`src/rtl/jir_pkg.sv`:
```
package jir_pkg;

   localparam int OP_W = 4;

   typedef enum logic [OP_W-1:0] {
      OP_EXT     = 4'b0000,
      OP_SAMPLE  = 4'b0011,
      OP_HOLD    = 4'b0101,
      OP_FLOAT   = 4'b0111,
      OP_HOLDOFF = 4'b1001,
      OP_INT     = 4'b1100,
      OP_IDENT   = 4'b1110,
      OP_PASS    = 4'b1111
   } op_e;

   typedef enum logic [1:0] {
      PATH_CHAIN = 2'd0,
      PATH_PASS  = 2'd1,
      PATH_IDENT = 2'd2
   } path_e;

   typedef struct packed {
      path_e path;
      logic  test;
      logic  hold;
      logic  off;
   } ctl_t;

endpackage

```
`src/rtl/jir_decode.sv`:
```
module jir_decode
   import jir_pkg::*;
(
   input  logic [OP_W-1:0] op,
   output ctl_t            ctl
);

   always_comb begin
      ctl = '{path: PATH_PASS, test: 1'b0, hold: 1'b0, off: 1'b0};
      case (op)
         OP_EXT:     begin ctl.path = PATH_CHAIN; ctl.test = 1'b1; end
         OP_INT:     begin ctl.path = PATH_CHAIN; ctl.test = 1'b1; end
         OP_SAMPLE:  ctl.path = PATH_CHAIN;
         OP_IDENT:   ctl.path = PATH_IDENT;
         OP_HOLD:    ctl.hold = 1'b1;
         OP_FLOAT:   ctl.off  = 1'b1;
         OP_HOLDOFF: begin ctl.hold = 1'b1; ctl.off = 1'b1; end
         default:    ctl.path = PATH_PASS;
      endcase
   end

endmodule

```
`src/rtl/jir_pass_reg.sv`:
```
module jir_pass_reg (
   input  logic clk,
   input  logic rst_n,
   input  logic cap,
   input  logic sh,
   input  logic din,
   output logic q
);

   always_ff @(posedge clk or negedge rst_n) begin
      if (!rst_n)   q <= 1'b0;
      else if (cap) q <= 1'b0;
      else if (sh)  q <= din;
   end

   assert_cap_zero_R9: assert property (@(posedge clk) disable iff (!rst_n)
      cap |=> (q == 1'b0));
   assert_shift_delay_R9: assert property (@(posedge clk) disable iff (!rst_n)
      (sh && !cap) |=> (q == $past(din)));
   assert_hold_R10: assert property (@(posedge clk) disable iff (!rst_n)
      (!cap && !sh) |=> $stable(q));

endmodule

```
`src/rtl/jir_ident_reg.sv`:
```
module jir_ident_reg #(
   parameter int          W    = 32,
   parameter logic [W-1:0] CODE = '1
) (
   input  logic         clk,
   input  logic         rst_n,
   input  logic         cap,
   input  logic         sh,
   input  logic         din,
   output logic [W-1:0] q,
   output logic         so
);

   if (W < 2) begin : g_bad_width
      $error("identification register needs at least two bits");
   end
   if (CODE[0] != 1'b1) begin : g_bad_code
      $error("identification code bit 0 must be 1");
   end

   always_ff @(posedge clk or negedge rst_n) begin
      if (!rst_n)   q <= CODE;
      else if (cap) q <= CODE;
      else if (sh)  q <= {din, q[W-1:1]};
   end

   assign so = q[0];

   assert_cap_code_R11: assert property (@(posedge clk) disable iff (!rst_n)
      cap |=> (q == CODE));
   assert_shift_top_R11: assert property (@(posedge clk) disable iff (!rst_n)
      (sh && !cap) |=> (q[W-1] == $past(din)));
   assert_shift_body_R11: assert property (@(posedge clk) disable iff (!rst_n)
      (sh && !cap) |=> (q[W-2:0] == $past(q[W-1:1])));
   assert_hold_R12: assert property (@(posedge clk) disable iff (!rst_n)
      (!cap && !sh) |=> $stable(q));

endmodule

```
`src/rtl/jtag_instr_route.sv`:
```
module jtag_instr_route
   import jir_pkg::*;
#(
   parameter int               IR_W    = 4,
   parameter int               ID_W    = 32,
   parameter logic [ID_W-1:0]  ID_CODE = 32'h1A5C_3E27
) (
   input  logic            clk,
   input  logic            rst_n,
   input  logic [IR_W-1:0] ir_value,
   input  logic            ir_update,
   input  logic            dr_capture,
   input  logic            dr_shift,
   input  logic            dr_update,
   input  logic            tdi,
   input  logic            bsr_so,
   output logic [IR_W-1:0] cur_ir,
   output logic            sel_bsr,
   output logic            sel_byp,
   output logic            sel_id,
   output logic            cell_test,
   output logic            pin_hold,
   output logic            drv_off,
   output logic            tdo
);

   if (IR_W != OP_W) begin : g_bad_ir
      $error("instruction width must match the decoded code width");
   end

   localparam logic [IR_W-1:0] RESET_OP = IR_W'(OP_IDENT);

   ctl_t            ctl;
   logic            pass_q;
   logic [ID_W-1:0] ident_q;
   logic            ident_so;

   always_ff @(posedge clk or negedge rst_n) begin
      if (!rst_n)         cur_ir <= RESET_OP;
      else if (ir_update) cur_ir <= ir_value;
   end

   jir_decode u_dec (
      .op  (cur_ir[OP_W-1:0]),
      .ctl (ctl)
   );

   assign sel_bsr   = (ctl.path == PATH_CHAIN);
   assign sel_byp   = (ctl.path == PATH_PASS);
   assign sel_id    = (ctl.path == PATH_IDENT);
   assign cell_test = ctl.test;
   assign pin_hold  = ctl.hold;
   assign drv_off   = ctl.off;

   jir_pass_reg u_pass (
      .clk   (clk),
      .rst_n (rst_n),
      .cap   (dr_capture & sel_byp),
      .sh    (dr_shift & sel_byp),
      .din   (tdi),
      .q     (pass_q)
   );

   jir_ident_reg #(.W(ID_W), .CODE(ID_CODE)) u_ident (
      .clk   (clk),
      .rst_n (rst_n),
      .cap   (dr_capture & sel_id),
      .sh    (dr_shift & sel_id),
      .din   (tdi),
      .q     (ident_q),
      .so    (ident_so)
   );

   always_comb begin
      unique case (1'b1)
         sel_bsr: tdo = bsr_so;
         sel_id:  tdo = ident_so;
         default: tdo = pass_q;
      endcase
   end

   assert_onehot_sel_R1: assert property (@(posedge clk) disable iff (!rst_n)
      $onehot({sel_bsr, sel_byp, sel_id}));
   assert_chain_tdo_R2: assert property (@(posedge clk) disable iff (!rst_n)
      sel_bsr |-> (tdo == bsr_so));
   assert_test_excl_R3: assert property (@(posedge clk) disable iff (!rst_n)
      cell_test |-> (sel_bsr && !drv_off && !pin_hold));
   assert_pin_path_R4: assert property (@(posedge clk) disable iff (!rst_n)
      (pin_hold || drv_off) |-> sel_byp);
   assert_load_R7: assert property (@(posedge clk) disable iff (!rst_n)
      ir_update |=> (cur_ir == $past(ir_value)));
   assert_keep_R7: assert property (@(posedge clk) disable iff (!rst_n)
      !ir_update |=> $stable(cur_ir));
   assert_ident_unused_R12: assert property (@(posedge clk) disable iff (!rst_n)
      !sel_id |=> $stable(ident_q));

endmodule

```
`config.mk`:
```
export PLATFORM = sky130hd
export DESIGN_NAME = jtag_instr_route
export DESIGN_NICKNAME = d
export VERILOG_FILES = /design/src/rtl/jir_pkg.sv /design/src/rtl/jir_decode.sv /design/src/rtl/jir_pass_reg.sv /design/src/rtl/jir_ident_reg.sv /design/src/rtl/jtag_instr_route.sv
export SDC_FILE = /design/constraint.sdc
export NUM_CORES = 1
export LEC_CHECK = 0
export BUFFER_PORTS_ARGS = -buffer_cell sky130_fd_sc_hd__buf_2
export CAP_MARGIN = 20
export CORE_MARGIN = 4
export CORE_UTILIZATION = 45
export CTS_CLUSTER_DIAMETER = 40
export DETAILED_ROUTE_END_ITERATION = 12
export SLEW_MARGIN = 20
export SYNTH_ARGS = -nofsm -noshare
export SYNTH_HDL_FRONTEND = slang
export SYNTH_HIERARCHICAL = 1
export SYNTH_SLANG_ARGS = --single-unit
```
`constraint.sdc`:
```
create_clock -name clk -period 2.4 [get_ports clk]
set_clock_uncertainty 0.1 [all_clocks]
set_input_delay 0.48 -clock clk [delete_from_list [all_inputs] [get_ports clk]]
set_output_delay 0.48 -clock clk [all_outputs]
set_load 0.02 [all_outputs]
```
==> results.txt <==
status: finished, final reports clean
TritonCTS clock tree: built
total power: 0.00172 W
hold slack: 172 ps
routability cong.: 0.730
Worst setup EP type: output pin
WP data arrival: 1720 ps
Hold Vio Cnt, Final: 0
Overall Global Routing Usage: 0.124
area grow syn2layout: 15.9%
Final Cycle Share: 0.960
Peak VDD IR: 0.000493 V
most common cell after layout, fill and taps aside: buf_2
Max FO, Critical Path: 9
# clock sinks: 37
antenna violations before repair: 0
Setup Viol. Count Final: 0
max_slew headroom: 0.493
Max Buffers Root-to-Sink: 2
TritonCTS buffer count: 5
largest net degree at the start of global routing: 38
fin cells: 211
measured slew at the worst slew-check pin: 761 ps
ANT nets after route: 0
CTS Root Buffer Type: clkbuf_8
Worst Path Required: 1820 ps
diodes inserted: 0
Final min period: 2300 ps
vias in the first global route: 1080
Initial DRC Count: 31
layout cells sized above 1: 0.374
CP cell instances: nor4bb_4 > a311oi_1 > buf_4 > nor2b_4 > buf_2
I/O Buffers: 21
DP Wirelength: 1720 um
CP Launch Type: register
total iterations of the first detailed-routing run: 3
DRC violation count after routing: 0
clk slew on worst S/H paths: 70 ps
Crit Path Category: reg -> out
Max Freq: 434 MHz
Cell Area, Synth: 1700 sq um
Final Max Slew Viols: 0
syn_nets: 148
maxcap violations: 0
fin nets: 174
Site Rows: 22
crit-path max cell delay: 620 ps
Die W: 69.4 um
DIE HEIGHT: 69.4 um
Die ar.: 4820 sq um
WL/cell: 12.5 um
Pwr Density: 872 nW/um^2
Initial Util: 0.464
Gate Count Post-Synth: 136
Post-Place Cells: 201
Via Count: 1057
fin util: 0.538
via-per-instance ratio: 5.01
H-tree depth: 2
CP max-delay cell: dfstp_2
Lkg Pwr: 0.964 nW
commonest cells after routing, fill and taps aside: buf_2 (20), dfstp_2 (19), nor2_1 (18), mux2i_1 (18), dfrtp_1 (18)
setup TNS: 0 ps
drt total wl: 2640 um
# IOs: 23
core region area: 3660 sq um
first-pass GRT wire length: 4760 um
final global-route overflow total: 0
Hold Crit Class: in -> async
syn avg cell area: 12.5 sq um
Synth warnings: 6
clk_lat worst skew: 280 ps
## sequential cells by signal, indices dropped and copies added, names as in the netlist
signal     flops
u_pass/q       1
u_ident/q     32
cur_ir         4
## repair_timing
action,CTS,global route
gates resized for setup,0,3
buffers inserted,0,2
endpoints found under the setup margin,0,4
hold endpoints to repair,0,0
hold buffers,0,0
## worst max-delay path, delay by kind of cell (launching register included)
| kind | cells | cell delay, ps |
|---|---|---|
| AO/OA/AOI/OAI | 1 | 250 |
| AND/OR/NAND/NOR | 2 | 220 |
| buffers and inverters | 2 | 360 |
| flip-flops | 1 | 620 |
## power breakdown
part / total (W) / internal (W) / leakage, nW / switching (W)
combinational: 0.000358 / 0.000210 / 0.473 / 0.000149
clock: 0.000425 / 0.000234 / 0.0455 / 0.000191
sequential: 0.000934 / 0.000854 / 0.446 / 0.0000796
total: 0.00172 / 0.00130 / 0.964 / 0.000419
## layer usage
metal	part of all wire	global-route usage	vias up
li1	-	-	522
met1	0.46	0.138	511
met2	0.46	0.200	19
met3	0.057	0.0551	5
met4	0.020	0.0586	0
met5	0	0	-
## through the flow
stage	instance area (sq um)	setup slack, ps
2_1_floorplan	1700	12.3
3_3_place_gp	1850	250
3_5_place_dp	1850	142
4_1_cts	1940	35.3
5_1_grt	1970	-4.15
6_report	1970	95.1
## path summary, 6_finish.rpt
check                                      to     startpoint  slack, ps  cells after the start
worst max-delay path                  sel_byp      cur_ir[3]        100                      5
worst min-delay path             u_ident/q[6]          rst_n        170                      1
worst max register to register  u_ident/q[27]      cur_ir[1]        170                      8
worst min register to register  u_ident/q[22]  u_ident/q[23]        390                      1
max in group asynchronous       u_ident/q[26]          rst_n       1550                      1
min in group clk                    cur_ir[1]    ir_value[1]        340                      2
## final cells by class
cell class                 count  area (sq um)
clock buffer                   8          90.1
fill                         331          1690
inverter                       1          3.75
multi-input combinational     90           688
sequential                    37           950
tap                           48          60.1
timing repair buffer          27           178
(Power assumes the default switching activity.)
